$ cat src/rtl/pbg_pkg.sv
package pbg_pkg;

  typedef enum logic [2:0] {
    RS_IDLE,
    RS_HREQ,
    RS_HWAIT,
    RS_WB,
    RS_REPLAY
  } rs_state_e;

  localparam logic [1:0] HC_CLEAN    = 2'b00;
  localparam logic [1:0] HC_MODIFIED = 2'b01;

  localparam logic BIAS_HOST = 1'b0;
  localparam logic BIAS_DEV  = 1'b1;

endpackage

$ cat src/rtl/pbg_bias_table.sv
module pbg_bias_table
  import pbg_pkg::*;
#(
  parameter int NPAGES = 16,
  parameter int PIDX_W = $clog2(NPAGES)
) (
  input  logic              clk,
  input  logic              rst_n,
  input  logic [PIDX_W-1:0] rd_page,
  output logic              rd_is_dev,
  input  logic              wr_en,
  input  logic [PIDX_W-1:0] wr_page,
  input  logic              wr_bias
);

  logic [NPAGES-1:0] bias_q;
  logic [NPAGES-1:0] bias_d;
  logic [NPAGES-1:0] bias_en;

  for (genvar g = 0; g < NPAGES; g++) begin : g_entry
    always_comb begin
      bias_en[g] = wr_en && (wr_page == PIDX_W'(g));
      bias_d[g]  = wr_bias;
    end

    always_ff @(posedge clk or negedge rst_n) begin
      if (!rst_n) begin
        bias_q[g] <= BIAS_HOST;
      end else if (bias_en[g]) begin
        bias_q[g] <= bias_d[g];
      end
    end
  end

  assign rd_is_dev = (bias_q[rd_page] == BIAS_DEV);

endmodule

$ cat src/rtl/pbg_resolver.sv
module pbg_resolver
  import pbg_pkg::*;
#(
  parameter int AW = 16,
  parameter int DW = 64
) (
  input  logic          clk,
  input  logic          rst_n,
  input  logic          dev_valid,
  input  logic          dev_we,
  input  logic [AW-1:0] dev_addr,
  input  logic [DW-1:0] dev_wdata,
  input  logic          page_is_dev,
  input  logic          mem_ready,
  input  logic          hreq_ready,
  input  logic          hrsp_valid,
  input  logic [1:0]    hrsp_code,
  input  logic [DW-1:0] hrsp_data,
  output logic          dev_ready,
  output logic          direct_en,
  output logic          claim,
  output logic          busy,
  output logic          hreq_valid,
  output logic [AW-1:0] hreq_addr,
  output logic          wb_valid,
  output logic          rp_valid,
  output logic          hold_we,
  output logic [AW-1:0] hold_addr,
  output logic [DW-1:0] hold_wdata,
  output logic [DW-1:0] wb_data
);

  rs_state_e     st_q, st_d;
  logic          wb_load;
  logic          we_q;
  logic [AW-1:0] addr_q;
  logic [DW-1:0] wd_q;
  logic [DW-1:0] wbd_q;

  // next-state logic
  always_comb begin
    st_d    = st_q;
    claim   = 1'b0;
    wb_load = 1'b0;
    unique case (st_q)
      RS_IDLE: begin
        if (dev_valid && !page_is_dev) begin
          claim = 1'b1;
          st_d  = RS_HREQ;
        end
      end
      RS_HREQ: begin
        if (hreq_ready) st_d = RS_HWAIT;
      end
      RS_HWAIT: begin
        if (hrsp_valid) begin
          if (hrsp_code == HC_MODIFIED) begin
            wb_load = 1'b1;
            st_d    = RS_WB;
          end else begin
            st_d = RS_REPLAY;
          end
        end
      end
      RS_WB: begin
        if (mem_ready) st_d = RS_REPLAY;
      end
      RS_REPLAY: begin
        if (mem_ready) st_d = RS_IDLE;
      end
      default: st_d = RS_IDLE;
    endcase
  end

  // state register
  always_ff @(posedge clk or negedge rst_n) begin
    if (!rst_n) st_q <= RS_IDLE;
    else        st_q <= st_d;
  end

  // held access, loaded on claim
  always_ff @(posedge clk or negedge rst_n) begin
    if (!rst_n) begin
      we_q   <= 1'b0;
      addr_q <= '0;
      wd_q   <= '0;
    end else if (claim) begin
      we_q   <= dev_we;
      addr_q <= dev_addr;
      wd_q   <= dev_wdata;
    end
  end

  // write-back beat, loaded on a modified response
  always_ff @(posedge clk or negedge rst_n) begin
    if (!rst_n)       wbd_q <= '0;
    else if (wb_load) wbd_q <= hrsp_data;
  end

  assign direct_en  = (st_q == RS_IDLE) && page_is_dev;
  assign dev_ready  = (st_q == RS_IDLE) && (page_is_dev ? mem_ready : 1'b1);
  assign busy       = (st_q != RS_IDLE);
  assign hreq_valid = (st_q == RS_HREQ);
  assign hreq_addr  = addr_q;
  assign wb_valid   = (st_q == RS_WB);
  assign rp_valid   = (st_q == RS_REPLAY);
  assign hold_we    = we_q;
  assign hold_addr  = addr_q;
  assign hold_wdata = wd_q;
  assign wb_data    = wbd_q;

endmodule

$ cat src/rtl/pbg_mem_path.sv
module pbg_mem_path #(
  parameter int AW = 16,
  parameter int DW = 64
) (
  input  logic          clk,
  input  logic          rst_n,
  input  logic          direct_en,
  input  logic          dev_valid,
  input  logic          dev_we,
  input  logic [AW-1:0] dev_addr,
  input  logic [DW-1:0] dev_wdata,
  input  logic          wb_valid,
  input  logic [DW-1:0] wb_data,
  input  logic          rp_valid,
  input  logic          hold_we,
  input  logic [AW-1:0] hold_addr,
  input  logic [DW-1:0] hold_wdata,
  input  logic          mem_ready,
  input  logic [DW-1:0] mem_rdata,
  output logic          mem_valid,
  output logic          mem_we,
  output logic [AW-1:0] mem_addr,
  output logic [DW-1:0] mem_wdata,
  output logic          dev_rvalid,
  output logic [DW-1:0] dev_rdata
);

  logic rvalid_q, rvalid_d;

  // source select: write-back, then replay, then direct
  always_comb begin
    mem_valid = 1'b0;
    mem_we    = 1'b0;
    mem_addr  = hold_addr;
    mem_wdata = hold_wdata;
    if (wb_valid) begin
      mem_valid = 1'b1;
      mem_we    = 1'b1;
      mem_wdata = wb_data;
    end else if (rp_valid) begin
      mem_valid = 1'b1;
      mem_we    = hold_we;
    end else if (direct_en) begin
      mem_valid = dev_valid;
      mem_we    = dev_we;
      mem_addr  = dev_addr;
      mem_wdata = dev_wdata;
    end
  end

  always_comb begin
    rvalid_d = mem_valid && mem_ready && !mem_we;
  end

  always_ff @(posedge clk or negedge rst_n) begin
    if (!rst_n) rvalid_q <= 1'b0;
    else        rvalid_q <= rvalid_d;
  end

  assign dev_rvalid = rvalid_q;
  assign dev_rdata  = mem_rdata;

endmodule

$ cat src/rtl/pbg_bias_gate.sv
module pbg_bias_gate #(
  parameter int AW       = 16,
  parameter int DW       = 64,
  parameter int NPAGES   = 16,
  parameter int PAGE_LSB = 12,
  parameter int PIDX_W   = $clog2(NPAGES)
) (
  input  logic              clk,
  input  logic              rst_n,
  input  logic              dev_valid,
  output logic              dev_ready,
  input  logic              dev_we,
  input  logic [AW-1:0]     dev_addr,
  input  logic [DW-1:0]     dev_wdata,
  output logic              dev_rvalid,
  output logic [DW-1:0]     dev_rdata,
  output logic              hreq_valid,
  input  logic              hreq_ready,
  output logic [AW-1:0]     hreq_addr,
  input  logic              hrsp_valid,
  input  logic [1:0]        hrsp_code,
  input  logic [DW-1:0]     hrsp_data,
  output logic              mem_valid,
  input  logic              mem_ready,
  output logic              mem_we,
  output logic [AW-1:0]     mem_addr,
  output logic [DW-1:0]     mem_wdata,
  input  logic [DW-1:0]     mem_rdata,
  input  logic              bc_valid,
  output logic              bc_ready,
  input  logic [PIDX_W-1:0] bc_page,
  input  logic              bc_bias
);

  logic [PIDX_W-1:0] dev_page;
  logic [PIDX_W-1:0] busy_page;
  logic              page_is_dev;
  logic              direct_en, claim, busy;
  logic              wb_valid, rp_valid, hold_we;
  logic [AW-1:0]     hold_addr;
  logic [DW-1:0]     hold_wdata, wb_data;
  logic              flip_clash;

  assign dev_page  = dev_addr[PAGE_LSB +: PIDX_W];
  assign busy_page = hold_addr[PAGE_LSB +: PIDX_W];

  // a flip waits while its page is being resolved or claimed this cycle
  always_comb begin
    flip_clash = (busy && (bc_page == busy_page)) ||
                 (claim && (bc_page == dev_page));
    bc_ready   = !flip_clash;
  end

  pbg_bias_table #(
    .NPAGES (NPAGES),
    .PIDX_W (PIDX_W)
  ) u_tab (
    .clk       (clk),
    .rst_n     (rst_n),
    .rd_page   (dev_page),
    .rd_is_dev (page_is_dev),
    .wr_en     (bc_valid && bc_ready),
    .wr_page   (bc_page),
    .wr_bias   (bc_bias)
  );

  pbg_resolver #(
    .AW (AW),
    .DW (DW)
  ) u_res (
    .clk         (clk),
    .rst_n       (rst_n),
    .dev_valid   (dev_valid),
    .dev_we      (dev_we),
    .dev_addr    (dev_addr),
    .dev_wdata   (dev_wdata),
    .page_is_dev (page_is_dev),
    .mem_ready   (mem_ready),
    .hreq_ready  (hreq_ready),
    .hrsp_valid  (hrsp_valid),
    .hrsp_code   (hrsp_code),
    .hrsp_data   (hrsp_data),
    .dev_ready   (dev_ready),
    .direct_en   (direct_en),
    .claim       (claim),
    .busy        (busy),
    .hreq_valid  (hreq_valid),
    .hreq_addr   (hreq_addr),
    .wb_valid    (wb_valid),
    .rp_valid    (rp_valid),
    .hold_we     (hold_we),
    .hold_addr   (hold_addr),
    .hold_wdata  (hold_wdata),
    .wb_data     (wb_data)
  );

  pbg_mem_path #(
    .AW (AW),
    .DW (DW)
  ) u_mem (
    .clk        (clk),
    .rst_n      (rst_n),
    .direct_en  (direct_en),
    .dev_valid  (dev_valid),
    .dev_we     (dev_we),
    .dev_addr   (dev_addr),
    .dev_wdata  (dev_wdata),
    .wb_valid   (wb_valid),
    .wb_data    (wb_data),
    .rp_valid   (rp_valid),
    .hold_we    (hold_we),
    .hold_addr  (hold_addr),
    .hold_wdata (hold_wdata),
    .mem_ready  (mem_ready),
    .mem_rdata  (mem_rdata),
    .mem_valid  (mem_valid),
    .mem_we     (mem_we),
    .mem_addr   (mem_addr),
    .mem_wdata  (mem_wdata),
    .dev_rvalid (dev_rvalid),
    .dev_rdata  (dev_rdata)
  );

endmodule

$ cat config.mk
export PLATFORM = sky130hd
export DESIGN_NAME = pbg_bias_gate
export DESIGN_NICKNAME = d
export VERILOG_FILES = /design/src/rtl/pbg_pkg.sv /design/src/rtl/pbg_bias_table.sv /design/src/rtl/pbg_resolver.sv /design/src/rtl/pbg_mem_path.sv /design/src/rtl/pbg_bias_gate.sv
export SDC_FILE = /design/constraint.sdc
export NUM_CORES = 1
export LEC_CHECK = 0
export BUFFER_PORTS_ARGS = -buffer_cell sky130_fd_sc_hd__buf_2
export CAP_MARGIN = 20
export CELL_PAD_IN_SITES_DETAIL_PLACEMENT = 0
export CELL_PAD_IN_SITES_GLOBAL_PLACEMENT = 1
export CORE_MARGIN = 3
export CORE_UTILIZATION = 40
export CTS_BUF_LIST = sky130_fd_sc_hd__clkbuf_4 sky130_fd_sc_hd__clkbuf_8
export DETAILED_ROUTE_END_ITERATION = 10
export GPL_ROUTABILITY_DRIVEN = 0
export PLACE_DENSITY = 0.89
export SLEW_MARGIN = 20
export SYNTH_ARGS = -nofsm -noshare
export SYNTH_HDL_FRONTEND = slang
export SYNTH_HIERARCHICAL = 1
export SYNTH_SLANG_ARGS = --single-unit
$ cat constraint.sdc
create_clock -name clk -period 4.25 [get_ports clk]
set_input_delay 0.425 -clock clk [delete_from_list [all_inputs] [get_ports clk]]
set_output_delay 0.425 -clock clk [all_outputs]
set_load 0.005 [all_outputs]
==> run metrics <==
CP required=3.83 ns; Synth cell types=41; run status=finished, final reports clean; Setup TNS Final=0 ns; PwrDens=664.5 nW/µm²; vias in the first global route=7067; largest net degree at the start of global routing=100; Hold Vio Cnt, Final=0; final setup fails=0; critical path class=reg -> out; VDD IR-drop max=0.0003652 V; number of synthesized flops with an enable pin=0; power share of the clock group=0.166; Layout fillers=2146; Synth async-reset ratio=1.000; synth-to-layout area growth=13.91%; top cells by area, synth=dfrtp_1 43%, mux2_1 11%, mux2_2 9.7%; Max-slew headroom=0.3553; Mean Syn Cell Area=11.48 µm²; total power=7.212 mW; DP HPWL=18980 µm; most common cell in the netlist=dfrtp_1; DRC viols=0; largest area contributor in the netlist=dfrtp_1; maximum capacitance violations=0; Via density=5.321; Synth Instances=830; Worst EP arrival=3.08 ns; clk_skew=0.02337 ns; share of cells above drive strength 1=0.4058; Critical R2R Launch=u_tab/bias_q[13]; sequential cell area fraction in the yosys report=0.4334; Final period util=0.8239; Initial Utilization=0.4133; # clock sinks=165; deepest clock path buffer count=2; YS warnings=6; Cells after DPL=1274; CTS tree=done; die width=160.3 µm; via count=6955; Tot GR Track Use=0.2038; Worst setup startpoint=u_tab/bias_q[13]; Pint=4.515 mW; DRT Wirelength=26680 µm; FP Rows=55; ANT nets after route=0; Worst Max-Slew Pin Slew=0.9670 ns; Post-Syn Area=9528 µm²; Pleak=5.072 nW; die height=160.3 µm; area taken by multi-input logic gates=4165 µm²; Root Buffer=clkbuf_8; first-pass GRT wire length=41310 µm; total die area=25710 µm²; core area=23050 µm²; H-tree depth=4; post-synthesis register bit count=165; net switching power=2.697 mW; port buffer count=260; Finished Layout Cells=1307; CP max FO=11; Ports=389; Logic pwr share=0.455; CP endpoint kind=primary output; post-layout minimum cycle time=3.502 ns; post-CTS setup buffer count=0; commonest cells in the netlist=165 x dfrtp_1, 95 x mux2_1, 84 x buf_4; CP startpoint kind=flip-flop; share of the synthesized area in the top cell type=0.4334; Flop pwr share=0.379; post-CTS sizing=0; Final #Nets=1203; initial DRC count=325; Pins Over Slew Limit=0; RSZ-0062 raised after global routing=no; worst min path class=in -> async; initial antenna violation count=3; Setup WS pre-CTS=0.8889 ns; placed cell areas=10440 µm²; wire length per cell=20.41 µm; clock latency on the worst-skew pair=0.46 ns; Sequential Area=4129 µm²; Initial DRT Pass Iterations=6; total gr overflow=0; Synth Flop Type=dfrtp_1; net switching fraction of the power=0.3740; CTS Buf Count=17; hold buffer count at cts=0; fin area=10850 µm²; Post-Syn Nets=1053; Final WS setup=0.7483 ns; Clock Pin Slew Worst Setup and Hold Paths=0.09 ns; fmax=285.6 MHz
-- placed cells by master, fill, tap and decap left out, types with 2 or more instances in the layout --
cell,Yosys,final
xor2_1,4,4
nand3b_1,6,6
dfrtp_1,165,165
inv_2,4,4
inv_6,0,4
buf_4,84,10
clkinv_8,0,2
nor2_1,16,14
nand2b_1,7,7
nor2_4,0,2
a311oi_1,2,2
clkbuf_8,0,18
buf_12,0,5
nand3_1,2,2
or4bb_1,51,51
a211o_1,2,2
mux2_1,95,95
buf_2,8,259
mux2_2,82,82
inv_8,0,3
inv_1,68,68
a221oi_1,2,2
a21oi_1,5,5
mux2i_1,3,3
nand4bb_1,13,13
o311ai_0,50,50
nand2_1,68,68
nor3_1,6,5
nor2b_1,3,2
mux4_1,4,4
o311ai_1,14,14
clkinv_4,0,2
-- cells by family (layout without fill, tap and decap cells) --
logic type / Yosys count / after routing / share of synthesized area
AOI/OAI and AO/OA: 81 / 81 / 0.07302
and+or+nand+nor: 179 / 179 / 0.1330
buffers and inverters: 216 / 379 / 0.1326
DFF: 165 / 165 / 0.4334
other: 0 / 1 / 0
xor gates and xnor gates: 5 / 5 / 0.004596
muxes: 184 / 184 / 0.2234
-- final timing paths --
kind                       depth (start not counted)              endpoint  slack, ns
hold / removal                                     1         u_res/st_q[2]       0.08
max in group asynchronous                          2  u_res/hold_wdata[44]       3.27
setup reg to reg                                  11       u_tab/bias_q[3]       1.27
hold reg to reg                                    1     u_res/wb_data[48]       0.49
setup / recovery                                   9          mem_addr[11]       0.75
min in group clk                                   2     u_res/wb_data[20]       0.17
-- critical path, stage by stage, from the launching register on --
cell and delay [ns]:
dfrtp_1 0.36, mux4_1 0.24, mux2i_1 0.08, mux2i_1 0.24, inv_1 0.11, nor2_4 0.29
nor3b_4 0.53, buf_4 0.29, mux2_2 0.36, buf_2 0.13
-- layout make-up --
type,count,area share
Multi-Input combinational cell,449,0.3838
Sequential cell,165,0.3804
Timing Repair Buffer,275,0.1366
Tap cell,313,0.03608
Inverter,72,0.02490
Clock buffer,19,0.02352
Clock inverter,13,0.01441
Antenna cell,1,0.0002306
-- metrics by stage --
stage	hold WS (ns)	util
3_5_place_dp	0.4751	0.4528
5_1_grt	0.1295	0.4708
3_3_place_gp	0.4692	0.4528
4_1_cts	0.09435	0.4707
6_report	0.07891	0.4708
2_1_floorplan	0.1294	-
-- power groups by stage --
stage / combinational, mW / clock (mW) / sequential (mW)
floorplan: 2.32 / 0 / 2.60
global placement: 3.26 / 0 / 2.73
detailed placement: 3.32 / 0 / 2.77
CTS: 3.33 / 1.24 / 2.74
global route: 3.63 / 1.30 / 2.83
finish: 3.28 / 1.19 / 2.73
-- registers in the layout, indices dropped and copies added, names as in the netlist --
name and cells:
u_res/hold_addr 16, u_res/hold_wdata 64, u_mem/dev_rvalid 1, u_tab/bias_q 16, u_res/hold_we 1, u_res/st_q 3
u_res/wb_data 64
-- metal layers --
| layer | part of all wire | global-route usage | vias to the layer above |
|---|---|---|---|
| met2 | 0.49 | 0.3398 | 242 |
| li1 | - | - | 3193 |
| met4 | 0.047 | 0.1030 | 4 |
| met5 | 0.0010 | 0 | - |
| met1 | 0.38 | 0.2375 | 3448 |
| met3 | 0.079 | 0.06319 | 68 |
(Power assumes the default switching activity.)
